File: config.mk
export PLATFORM = sky130hd
export DESIGN_NAME = ostat_ctrl
export DESIGN_NICKNAME = d
export VERILOG_FILES = /design/src/rtl/ostat_pkg.sv /design/src/rtl/ostat_flags.sv /design/src/rtl/ostat_irq.sv /design/src/rtl/ostat_shadow.sv /design/src/rtl/ostat_ctrl.sv
export SDC_FILE = /design/constraint.sdc
export NUM_CORES = 1
export LEC_CHECK = 0
export CAP_MARGIN = 20
export CORE_UTILIZATION = 36
export DETAILED_ROUTE_END_ITERATION = 8
export GPL_TIMING_DRIVEN = 0
export PLACE_DENSITY = 0.8
export RECOVER_POWER = 50
export SYNTH_ARGS = -nofsm -noshare
export SYNTH_HDL_FRONTEND = slang
export SYNTH_HIERARCHICAL = 1
export SYNTH_SLANG_ARGS = --single-unit
File: constraint.sdc
create_clock -name clk -period 1.2 [get_ports clk]
set_clock_uncertainty 0.2 [all_clocks]
set_input_delay 0.24 -clock clk [delete_from_list [all_inputs] [get_ports clk]]
set_output_delay 0.24 -clock clk [all_outputs]
set_load 0.02 [all_outputs]
File: src/rtl/ostat_pkg.sv
package ostat_pkg;
  localparam int NFLAG     = 5;
  localparam int F_DRAIN1  = 0;
  localparam int F_DRAIN2  = 1;
  localparam int F_LATE    = 2;
  localparam int F_UNDER   = 3;
  localparam int F_LEVEL   = 4;
  typedef logic [NFLAG-1:0] flag_vec_t;
endpackage

File: src/rtl/ostat_flags.sv
module ostat_flags
  import ostat_pkg::*;
(
  input  logic      clk,
  input  logic      rst,
  input  flag_vec_t set_ev,
  input  logic      ack_wr,
  input  flag_vec_t ack_bits,
  output flag_vec_t status_d,
  output flag_vec_t status_q
);
  for (genvar i = 0; i < NFLAG; i++) begin : g_flag
    logic clr;
    assign clr         = ack_wr & ack_bits[i];
    assign status_d[i] = set_ev[i] | (status_q[i] & ~clr);

    always_ff @(posedge clk) begin
      if (rst) status_q[i] <= 1'b0;
      else     status_q[i] <= status_d[i];
    end


    ev_sets_flag_chk: assert property (@(posedge clk) disable iff (rst)
      set_ev[i] |=> status_q[i]);

    flag_sticky_chk: assert property (@(posedge clk) disable iff (rst)
      (status_q[i] && !clr) |=> status_q[i]);

    ack_clears_chk: assert property (@(posedge clk) disable iff (rst)
      (clr && !set_ev[i]) |=> !status_q[i]);
  end
endmodule

File: src/rtl/ostat_irq.sv
module ostat_irq
  import ostat_pkg::*;
(
  input  logic      clk,
  input  logic      rst,
  input  logic      mask_wr,
  input  flag_vec_t mask_bits,
  input  flag_vec_t status_d,
  input  flag_vec_t status_q,
  output logic      irq
);
  flag_vec_t en_q, en_d;

  assign en_d = mask_wr ? mask_bits : en_q;

  always_ff @(posedge clk) begin
    if (rst) begin
      en_q <= '0;
      irq  <= 1'b0;
    end else begin
      en_q <= en_d;
      irq  <= |(status_d & en_d);
    end
  end


  irq_level_chk: assert property (@(posedge clk) disable iff (rst)
    irq == |(status_q & en_q));
endmodule

File: src/rtl/ostat_shadow.sv
module ostat_shadow #(
  parameter int MODE_W = 2
) (
  input  logic              clk,
  input  logic              rst,
  input  logic              cfg_wr,
  input  logic [MODE_W-1:0] cfg_mode,
  input  logic              cfg_ovl,
  input  logic              cfg_le,
  input  logic              unit_en,
  input  logic              boundary,
  output logic [MODE_W-1:0] act_mode,
  output logic              act_ovl,
  output logic              act_le
);
  localparam int CW = MODE_W + 2;

  logic [CW-1:0] pend_q, pend_d, act_q;
  logic          load;

  assign pend_d = cfg_wr ? {cfg_mode, cfg_ovl, cfg_le} : pend_q;
  assign load   = boundary | ~unit_en;

  always_ff @(posedge clk) begin
    if (rst) begin
      pend_q <= '0;
      act_q  <= '0;
    end else begin
      pend_q <= pend_d;
      if (load) act_q <= pend_d;
    end
  end

  assign act_mode = act_q[CW-1:2];
  assign act_ovl  = act_q[1];
  assign act_le   = act_q[0];


  hold_running_chk: assert property (@(posedge clk) disable iff (rst)
    (unit_en && !boundary) |=> $stable(act_q));

  idle_follow_chk: assert property (@(posedge clk) disable iff (rst)
    (!unit_en && cfg_wr) |=> (act_mode == $past(cfg_mode) && act_ovl == $past(cfg_ovl)
                              && act_le == $past(cfg_le)));
endmodule

File: src/rtl/ostat_ctrl.sv
module ostat_ctrl
  import ostat_pkg::*;
#(
  parameter int MODE_W = 2
) (
  input  logic              clk,
  input  logic              rst,
  input  logic              ev_drain1,
  input  logic              ev_drain2,
  input  logic              ev_late,
  input  logic              ev_level,
  input  logic              ack_wr,
  input  logic [4:0]        ack_bits,
  input  logic              mask_wr,
  input  logic [4:0]        mask_bits,
  input  logic              cfg_wr,
  input  logic [MODE_W-1:0] cfg_mode,
  input  logic              cfg_ovl,
  input  logic              cfg_le,
  input  logic              unit_en,
  input  logic              boundary,
  output logic [4:0]        status,
  output logic              irq,
  output logic [MODE_W-1:0] act_mode,
  output logic              act_ovl,
  output logic              act_le
);
  flag_vec_t set_ev, status_d, status_q;
  logic      drain_ev, drain_pending, under_ev;

  assign drain_ev      = ev_drain1 | ev_drain2;
  assign drain_pending = status_q[F_DRAIN1] | status_q[F_DRAIN2];
  assign under_ev      = drain_ev & drain_pending;

  always_comb begin
    set_ev           = '0;
    set_ev[F_DRAIN1] = ev_drain1;
    set_ev[F_DRAIN2] = ev_drain2;
    set_ev[F_LATE]   = ev_late;
    set_ev[F_UNDER]  = under_ev;
    set_ev[F_LEVEL]  = ev_level;
  end

  ostat_flags u_flags (
    .clk(clk), .rst(rst), .set_ev(set_ev), .ack_wr(ack_wr), .ack_bits(ack_bits),
    .status_d(status_d), .status_q(status_q)
  );

  ostat_irq u_irq (
    .clk(clk), .rst(rst), .mask_wr(mask_wr), .mask_bits(mask_bits),
    .status_d(status_d), .status_q(status_q), .irq(irq)
  );

  ostat_shadow #(.MODE_W(MODE_W)) u_shadow (
    .clk(clk), .rst(rst), .cfg_wr(cfg_wr), .cfg_mode(cfg_mode), .cfg_ovl(cfg_ovl),
    .cfg_le(cfg_le), .unit_en(unit_en), .boundary(boundary),
    .act_mode(act_mode), .act_ovl(act_ovl), .act_le(act_le)
  );

  assign status = status_q;


  underrun_set_chk: assert property (@(posedge clk) disable iff (rst)
    ((ev_drain1 || ev_drain2) && (status[F_DRAIN1] || status[F_DRAIN2])) |=> status[F_UNDER]);

  late_only_chk: assert property (@(posedge clk) disable iff (rst)
    (ev_late && !ev_drain1 && !ev_drain2 && !ev_level && !ack_wr) |=>
      (status[F_DRAIN1] == $past(status[F_DRAIN1]) && status[F_LEVEL] == $past(status[F_LEVEL])
       && status[F_UNDER] == $past(status[F_UNDER])));
endmodule

Word-level counts from Yosys, hierarchy flattened. Cells that the tools add are included.

Output and inout bits: 10. Word-level logic and storage cells: 38. Bits of input ports: 25. Bits in registers: 19.

Multiplexer cells: 2. Reduce and logical (&&, ||, !) cells: 1. Bitwise operators: 26.

Operator list (count): $and 1x1->1 (11); $or 1x1->1 (8); $not 1->1 (6); $and 5x5->5 (1); $mux 5 (1); $reduce_or 5->1 (1); $mux 4 (1).

Logic depth before layout (Yosys ltp). Gate-level depths: netlist of the first run.

Depth after elaboration: 6. Depth in mapped cells: 6.

Modules after synthesis. Netlist of the first run, hierarchy kept.

By module, submodules not included: ostat_shadow (instances 1, area an instance 290.3 sq um, seq. area each 160.2 sq um, cells an instance 27); ostat_irq (instances 1, area an instance 261.5 sq um, seq. area each 120.1 sq um, cells an instance 25); ostat_flags (instances 1, area an instance 255.2 sq um, seq. area each 100.1 sq um, cells an instance 31); ostat_ctrl (instances 1, area an instance 8.8 sq um, seq. area each 0.0 sq um, cells an instance 1).

Least setup slack after synthesis of the first run. Ideal clock, no wire load.

Kind: reg2reg. Start point: reg u_flags.status_q[1]. End point: reg u_irq.irq. Cell stages (with the launch flop): 6. Buffers on the path: 0. Setup slack: -0.227 ns. Setup time: 0.120 ns. Data arrival time: 1.108 ns. Clock period less this slack: 1.427 ns. Cell sequence: dfxtp_1 -> o22a_1 -> a21o_1 -> inv_1 -> o2bb2ai_2 -> o31a_1.

Cells in the longest elaborated chain, start to end: 5.

Ends and longest elaborated chain: from (decl) (line ostat_flags.sv:10) `output flag_vec_t status_q`; from (signal, indexed assignment) (line ostat_flags.sv:19) `else status_q[i] <= status_d[i];`; $or 1x1->1 (line ostat_ctrl.sv:32) `assign drain_pending = status_q[F_DRAIN1] | status_q[F_DRAIN2];`; $and 1x1->1 (line ostat_ctrl.sv:33) `assign under_ev = drain_ev & drain_pending;`; via under_ev (line ostat_ctrl.sv:29) `logic drain_ev, drain_pending, under_ev;`; $or 1x1->1 (line ostat_flags.sv:15) `assign status_d[i] = set_ev[i] | (status_q[i] & ~clr);`; via status_d[3] (line ostat_ctrl.sv:28) `flag_vec_t set_ev, status_d, status_q;`; $and 5x5->5 (line ostat_irq.sv:22) `irq <= |(status_d & en_d);`; $reduce_or 5->1 (line ostat_irq.sv:22); to (signal assigned) (line ostat_irq.sv:22); to (decl) (line ostat_irq.sv:10) `output logic irq`.

The timed path passes the listed nets, and every way through them passes these cells. A chain may end at the register's enable or synchronous reset.

Final worst setup path of the first run.
Start point: in ack_bits[4]. End point: reg u_irq.irq.

Cells in the longest elaborated chain, start to end: 6.

Ends and longest elaborated chain: from (decl) (line ostat_ctrl.sv:13) `input logic [4:0] ack_bits,`; $and 1x1->1 (line ostat_flags.sv:14) `assign clr = ack_wr & ack_bits[i];`; $not 1->1 (line ostat_flags.sv:15); $and 1x1->1 (line ostat_flags.sv:15); $or 1x1->1 (line ostat_flags.sv:15); via status_d[4] (line ostat_ctrl.sv:28); $and 5x5->5 (line ostat_irq.sv:22); $reduce_or 5->1 (line ostat_irq.sv:22).

The timed path passes the listed nets, and every way through them passes these cells.

==> results.cfg, run 1 <==
[status]
status = finished with violations
violations = setup timing

[worst_setup_path]
cp-end-kind = flip-flop
crit_path_start = ack_bits[4]
r2r_end = u_irq/irq
critical_path_class = in2reg
r2r_cells = 4
rr_startpoint = u_flags/status_q[1]
rrSetupSlack_ps = -170
critical_path.max_fanout = 2
cp.required_ps = 1190
cp-start-kind = input port
cp.arrival_ps = 1360

[global_route]
grt_pass1_wl_microns = 3040
antenna_found_initial = 0
grt.overflow.total = 0
grt_max_degree = 12
grt_use_total = 0.167
grt_pass1_vias = 724

[clocking]
clockBufferDepth = 2
htree_levels = 1
cts_buffers = 3
cts_num_sinks = 19
cts_root_buf = clkbuf_4
clk_pin_slew_worst_paths_ps = 100
clkLatencyLatePin_ps = 290
tritoncts = built

[yosys]
synth_cell_type_count = 21
netlist_area_sq_um = 816
synth_top_cell_by_area = dfxtp_1
ys_top_cells_by_area = dfxtp_1, mux2i_1, nor2_1
syn_avg_cell_area_sq_um = 9.71
ys_ff_latch = 19
syn_nets = 109
yosysSeqAreaShare = 0.466
synth_top_cell_area_share = 0.466
postSynthCellCount = 84
yosys_warnings = 6

[final_layout]
fin_area_sq_um = 1300
fill_cells = 194
drive_gt1_frac = 0.328
final_cell_count_no_fill = 155
n_antenna_cell = 0
seqCellArea_sq_um = 392
syn_to_final_growth_pct = 59.0
multi_input_area_sq_um = 388
fin_nets = 154

[timing]
layout_min_cycle_time_ps = 1370
slew_violations = 0
worstMarginPinSlew_ps = 408
fin_crit_sh = 1.14
setup_ws_ps = -167
finalHoldViolCount = 0
clock.fmax_ghz = 0.731
slew_headroom = 0.728
setup-violations-final = 7
rsz0062_at_grt = true

[worst_hold_path]
whs_path_depth = 3
worst_hold_path_type = in2reg
worstHoldEndpoint = u_irq/en_q[0]
worstHoldStart = mask_wr

[power]
p_per_area_nw_per_um2 = 1060
peakVddDrop_mv = 0.695
total_power_uw = 1380
p_leak_uw = 0.000616

[routing]
vias = 773
drtPass1Iterations = 3
detail-route-antenna-nets = 0
drc_errors = 0
wirelength_microns = 1990
wl_per_cell_microns = 12.9
drt_iter0_markers = 7
vias_per_cell = 4.99

[floorplan]
dieArea_sq_um = 2460
initial_core_util = 0.400
io_pins = 35
fp.dieW_microns = 49.6
fp.dieH_microns = 49.6
rows = 16
coreArea_sq_um = 2040

[place]
io_buffers = 31
placed_cell_area_sq_um = 1160
gp_congestion = 0.669
dp.cells = 142
post-dp-hpwl_microns = 1410

[run]
maxCapViolations = 0
worst max-delay path by stage:
stage	slack (ps)	to	cells past startpoint
6_report	-170	u_irq/irq	5
5_1_grt	-190	u_irq/irq	5
2_1_floorplan	-180	u_irq/irq	5
3_5_place_dp	-640	u_irq/irq	6
4_1_cts	-180	u_irq/irq	5
3_3_place_gp	-610	u_irq/irq	6
where the power goes:
group | switching (uW) | internal [uW] | total (uW)
combinational | 153 | 207 | 359
sequential | 26.5 | 681 | 708
clock | 188 | 124 | 312
final cells by class:
type	count	share of cell area
sequential	19	0.302
timing repair buffer	40	0.302
multi-input combinational	52	0.299
inverter	9	0.0260
tap	27	0.0260
buffer	4	0.0241
clock buffer	3	0.0174
clock inverter	1	0.00386
critical path, stage by stage:
cell and delay (ps):
clkdlybuf4s50_1 490, nand2_1 70, a21o_1 190, o2bb2ai_2 120
o31a_1 260
layout by cell type (no fill, tap or decap), types with 3 or more instances in the layout:
| master | synthesis | final |
|---|---|---|
| clkdlybuf4s50_1 | 0 | 14 |
| nor2_1 | 13 | 13 |
| buf_6 | 2 | 12 |
| dfxtp_1 | 19 | 10 |
| dfxtp_2 | 0 | 9 |
| buf_4 | 0 | 8 |
| inv_1 | 9 | 8 |
| mux2i_1 | 8 | 8 |
| nand2_1 | 5 | 5 |
| a21o_1 | 5 | 5 |
| a311oi_1 | 4 | 4 |
| clkbuf_4 | 0 | 3 |
| dlygate4sd2_1 | 0 | 3 |
| dlygate4sd3_1 | 0 | 3 |
| nor3b_1 | 4 | 3 |
| a211oi_1 | 4 | 3 |
per-layer routing:
metal / wire [microns] / share of wire / vias up / track usage
li1: - / - / 379 / -
met1: 780 / 0.39 / 363 / 0.170
met2: 1050 / 0.52 / 27 / 0.315
met3: 126 / 0.063 / 4 / 0.0340
met4: 38 / 0.019 / 0 / 0.0857
met5: 0 / 0 / - / 0
logic make-up (layout without fill, tap and decap cells):
family	count (synthesis)	count (layout)	synth area share
DFF	19	19	0.466
and+or+nand+nor	25	25	0.146
buffers and inverters	13	57	0.0797
muxes	9	9	0.117
AOI/OAI and AO/OA	18	18	0.192
state kept, by name, indices dropped and copies added (netlist names):
register and cells:
u_shadow/pend_q 4, u_shadow/act_q 4, u_flags/status_q 5, u_irq/irq 1
u_irq/en_q 5
cell usage after synthesis:
cell type and count:
a311oi_1 4, buf_1 1, a211oi_1 4, nor2_1 13, mux2_4 1, o22ai_1 1
and2b_1 1, a311oi_2 1, buf_6 2, dfxtp_1 19, o31a_1 1, mux2i_1 8
nand2b_1 1, a21o_1 5, nor3b_1 4, nand2_1 5, o22a_1 1, clkbuf_2 1
inv_1 9, o2bb2ai_2 1, and2_2 1
metrics by stage:
stage	util	worst slack, ps	hold slack, ps	TNS (ps)
finish	0.635	-167	54.6	-453
global placement	0.569	-613	275	-8800
global route	0.635	-187	62.2	-825
floorplan	-	-182	108	-182
detailed placement	0.569	-638	287	-9260
CTS	0.616	-181	53.9	-629
timing repair:
action	CTS	global route
pin swaps	2	1
setup buffers	6	2
endpoints found under the setup margin	21	19
resized for setup	70	7
endpoints found under the hold margin	5	0
hold buffers	1	0
Note: power is estimated with default switching activity, not from simulation.
==> run 2: changes to the inputs <==
--- a/config.mk
+++ b/config.mk
@@ -6,12 +6,12 @@
 export NUM_CORES = 1
 export LEC_CHECK = 0
 export CAP_MARGIN = 20
-export CORE_UTILIZATION = 36
+export CORE_UTILIZATION = 34
+export CTS_CLUSTER_DIAMETER = 80
 export DETAILED_ROUTE_END_ITERATION = 8
 export GPL_TIMING_DRIVEN = 0
 export PLACE_DENSITY = 0.8
 export RECOVER_POWER = 50
 export SYNTH_ARGS = -nofsm -noshare
 export SYNTH_HDL_FRONTEND = slang
-export SYNTH_HIERARCHICAL = 1
 export SYNTH_SLANG_ARGS = --single-unit
==> results.cfg, run 2 <==
[status]
status = finished with violations
violations = setup timing

[yosys]
synth_cell_type_count = 17
synthAdderAreaFrac = 0
synth.area.mux_share = 0.136
synth_top_family_by_area = simple AND/OR/NAND/NOR gates
synth-edff-count = 0
yosys_warnings = 0
synth-simple-area-share = 0.140
syn_nets = 97
synth_commonest_cells = dfxtp_1, nor2_1, mux2i_1
ys_top_cells_by_area = dfxtp_1, mux2i_1, nor2_1
ys_ff_latch = 19
synth_top_cell_by_area = dfxtp_1
synth_top_cell_area_share = 0.553
synth_flop_cell = dfxtp_1
yosysSeqAreaShare = 0.553
synth_xor_area_frac = 0
synth_compound_area_frac = 0.124
netlist_area_sq_um = 688
syn_avg_cell_area_sq_um = 9.56
synthArstFlopShare = 0
postSynthCellCount = 72

[final_layout]
fin_area_sq_um = 1140
final_cell_count_no_fill = 136
drive_gt1_frac = 0.360
n_antenna_cell = 0
final_cell_mix = nor2_1, clkdlybuf4s50_1, buf_6, dfxtp_1, dfxtp_2
fill_cells = 152
syn_to_final_growth_pct = 65.6
fin_nets = 137
final_common_cell = nor2_1
biggestRegsByFlops = u_flags.status_q x5, u_irq.en_q x5

[worst_setup_path]
slowest_stage = dfxtp_2
critical_path.max_fanout = 3
cp-end-kind = flip-flop
path_cells = o22a_1, a21oi_2, o22ai_1, o31a_1
critical_path_class = reg2reg
critPathMaxStageDelay_ps = 350
cp-start-kind = flip-flop
cp.arrival_ps = 1310
cp.required_ps = 1180

[global_route]
grt_pass1_vias = 589
grt_pass1_wl_microns = 2390
grt.overflow.total = 0
use_met1 = 0.188
grt_max_degree = 11
antenna_found_initial = 0
grt_busiest_layer = met2
met3_usage = 0.0154
grt_use_total = 0.154
grtUsageMet2 = 0.275

[routing]
drc_errors = 0
vias = 631
vias_per_cell = 4.64
wirelength_microns = 1690
drtPass1Iterations = 4
wl_per_cell_microns = 12.4
detail-route-antenna-nets = 0
drt_iter0_markers = 10

[timing]
setup-violations-final = 5
layout_min_cycle_time_ps = 1320
fin_crit_sh = 1.10
holdWs_ps = 49.5
setup_ws_ps = -122
slew_headroom = 0.694
worstMarginPinSlew_ps = 458
tns_ps = -157
slew_violations = 0
rsz0062_at_grt = true
finalHoldViolCount = 0
clock.fmax_ghz = 0.756

[place]
io_buffers = 31
gp_congestion = 0.748
place_ws_ps = -598
post-dp-hpwl_microns = 1220
dp.cells = 128
placed_cell_area_sq_um = 1040

[clocking]
clockBufferDepth = 2
tritoncts = built
cts_root_buf = clkbuf_4
clkLatencyLatePin_ps = 280
cts_buffers = 3
clk_pin_slew_worst_paths_ps = 100
htree_levels = 1
cts_num_sinks = 19

[floorplan]
io_pins = 35
rows = 15
fp.dieH_microns = 47.0
coreArea_sq_um = 1800
initial_core_util = 0.382
dieArea_sq_um = 2210
fp.dieW_microns = 47.0

[power]
p_leak_uw = 0.000498
p_per_area_nw_per_um2 = 1150
peakVddDrop_mv = 1.16

[run]
maxCapViolations = 0

[worst_hold_path]
worst_hold_path_type = in2reg
run 2: power breakdown:
part	switching (uW)	internal [uW]	leakage (uW)
Combinational	132	170	0.000323
Clock	180	129	0.0000150
Sequential	25.2	680	0.000160
run 2: stage by stage:
step,power (uW),util
5_1_grt,1370,0.633
6_report,1320,0.633
4_1_cts,1310,0.615
3_3_place_gp,971,0.575
2_1_floorplan,835,-
3_5_place_dp,979,0.575
run 2: logic make-up after synthesis:
family          after synthesis
mux                           9
flops                        19
simple gates                 25
buf+inv                       6
compound gates               13
run 2: per-layer routing:
metal,vias to the layer above,part of all wire
met3,2,0.031
met4,0,0.0095
met5,-,0
met1,291,0.44
met2,15,0.51
li1,323,-
run 2: cell type report:
class	instances	area, sq um	share of cell area
buffer	4	25.0	0.0220
clock buffer	4	26.3	0.0231
inverter	1	3.75	0.00329
multi-input combinational	47	310	0.272
sequential	19	392	0.344
tap	25	31.3	0.0274
timing repair buffer	36	352	0.308
run 2: final timing paths:
kind	cells past startpoint	start	slack [ps]	to
max	4	u_flags.status_q[1]	-120	u_irq.irq
min	2	rst	50	u_shadow.act_q[1]
max reg2reg	4	u_flags.status_q[1]	-120	u_irq.irq
min reg2reg	2	u_irq.en_q[1]	310	u_irq.en_q[1]
run 2: what timing repair did:
item	CTS	global route
buffers inserted	3	3
pin swaps	5	2
gates resized for setup	73	5
setup endpoints to repair	15	12
hold buffers	0	0
run 2: critical path, delay by kind of cell (launching register included):
kind | cells | cell delay (ps)
compound gates | 4 | 680
flops | 1 | 350
==> run 3: changes to the inputs <==
--- a/config.mk
+++ b/config.mk
@@ -6,12 +6,15 @@
 export NUM_CORES = 1
 export LEC_CHECK = 0
 export CAP_MARGIN = 20
-export CORE_UTILIZATION = 34
+export CELL_PAD_IN_SITES_DETAIL_PLACEMENT = 0
+export CELL_PAD_IN_SITES_GLOBAL_PLACEMENT = 2
+export CORE_UTILIZATION = 23
 export CTS_CLUSTER_DIAMETER = 80
 export DETAILED_ROUTE_END_ITERATION = 8
 export GPL_TIMING_DRIVEN = 0
-export PLACE_DENSITY = 0.8
+export PLACE_DENSITY = 0.83
 export RECOVER_POWER = 50
 export SYNTH_ARGS = -nofsm -noshare
 export SYNTH_HDL_FRONTEND = slang
+export SYNTH_HIERARCHICAL = 1
 export SYNTH_SLANG_ARGS = --single-unit
==> constraint.sdc (replaced) <==
create_clock -name clk -period 1.36 [get_ports clk]
set_clock_uncertainty 0.2 [all_clocks]
set_input_delay 0.272 -clock clk [delete_from_list [all_inputs] [get_ports clk]]
set_output_delay 0.272 -clock clk [all_outputs]
set_load 0.02 [all_outputs]
==> results.cfg, run 3 (same netlist as run 1, synthesis figures left out) <==
[clocking]
clockBufferDepth = 2
htree_levels = 1
clkLatencyLatePin_ps = 300
tritoncts = built
cts_num_sinks = 19
clk_pin_slew_worst_paths_ps = 120
cts_root_buf = clkbuf_4
cts_buffers = 3

[final_layout]
final_cell_mix = clkdlybuf4s50_1, dfxtp_1, nor2_1, buf_2
drive_gt1_frac = 0.228
n_antenna_cell = 0
final_cell_count_no_fill = 169
fin_nets = 149
syn_to_final_growth_pct = 46.9
biggestRegsByFlops = u_flags/status_q x5, u_irq/en_q x5

[worst_setup_path]
critical_path_class = in2reg
r2r_cells = 5
cp-end-kind = flip-flop
cp-start-kind = input port
critical_path.max_fanout = 2
cp.required_ps = 1360
cp.arrival_ps = 1440

[timing]
slew_violations = 0
fin_crit_sh = 1.06
layout_min_cycle_time_ps = 1440
holdWs_ps = 81.1
tns_ps = -83.7
setup-violations-final = 1
rsz0062_at_grt = true
worstMarginPinSlew_ps = 428
finalHoldViolCount = 0
slew_headroom = 0.715
setup_ws_ps = -83.7
clock.fmax_ghz = 0.693

[global_route]
grt.overflow.total = 0
grt_use_total = 0.114
grt_max_degree = 12
grt_pass1_vias = 753
antenna_found_initial = 0
grt_pass1_wl_microns = 3140

[floorplan]
rows = 21
fp.dieW_microns = 61.6
dieArea_sq_um = 3790
initial_core_util = 0.243
io_pins = 35
coreArea_sq_um = 3360
fp.dieH_microns = 61.6

[routing]
vias_per_cell = 4.43
vias = 749
drc_errors = 0
drt_iter0_markers = 20
detail-route-antenna-nets = 0
drtPass1Iterations = 4
wirelength_microns = 1950
wl_per_cell_microns = 11.6

[status]
status = finished with violations
violations = setup timing

[place]
post-dp-hpwl_microns = 1450
io_buffers = 31
gp_congestion = 0.698
dp.cells = 161

[worst_hold_path]
whs_path_depth = 3
worst_hold_path_type = in2reg

[run]
maxCapViolations = 0

[power]
p_per_area_nw_per_um2 = 977
p_leak_uw = 0.000555
peakVddDrop_mv = 0.378
[run 3: repair_timing]
| action | in CTS | in global routing |
|---|---|---|
| endpoints found under the setup margin | 19 | 5 |
| pin swaps | 1 | 0 |
| hold buffers | 2 | 0 |
| gates resized for setup | 44 | 5 |
| setup buffers | 2 | 0 |
| endpoints found under the hold margin | 4 | 0 |
[run 3: report_power, final]
part | leakage (uW) | switching (uW) | internal, uW
registers | 0.000159 | 18.5 | 599
logic | 0.000381 | 127 | 140
clock network | 0.0000150 | 172 | 114
total | 0.000555 | 318 | 853
[run 3: area by class of cell]
type	count	area, sq um
Tap cell	46	57.6
Buffer	4	31.3
Multi-Input combinational cell	52	370
Clock buffer	4	26.3
Fill cell	394	2160
Sequential cell	19	387
Inverter	9	33.8
Timing Repair Buffer	35	293
[run 3: layer usage]
metal  vias up  global-route usage  routed length, microns
li1        373                   -                       -
met1       348               0.130                     880
met2        28               0.206                     941
met3         0              0.0399                     132
met4         0              0.0190                       0
met5         -                   0                       0
[run 3: worst paths after layout]
kind | endpoint | slack, ps | start
min | u_irq/en_q[1] | 80 | mask_wr
min reg2reg | u_flags/status_q[3] | 310 | u_flags/status_q[3]
max reg2reg | u_irq/irq | -30 | u_flags/status_q[0]
max | u_irq/irq | -80 | mask_bits[2]
[run 3: worst max-delay path: stages]
cell and delay, ps:
dlygate4sd3_1 550, mux2i_1 240, o22ai_1 130, o31a_1 250
[run 3: metrics by stage]
| stage | util | cell area [sq um] | worst slack [ps] | power (uW) |
|---|---|---|---|---|
| final | 0.356 | 1200 | -83.7 | 1170 |
| after global placement | 0.353 | 1190 | -558 | 907 |
| after global routing | 0.356 | 1200 | -97.5 | 1250 |
| after detailed placement | 0.353 | 1190 | -565 | 910 |
| after floorplan | - | 818 | -22.5 | 766 |
| after CTS | 0.355 | 1190 | -43.6 | 1190 |
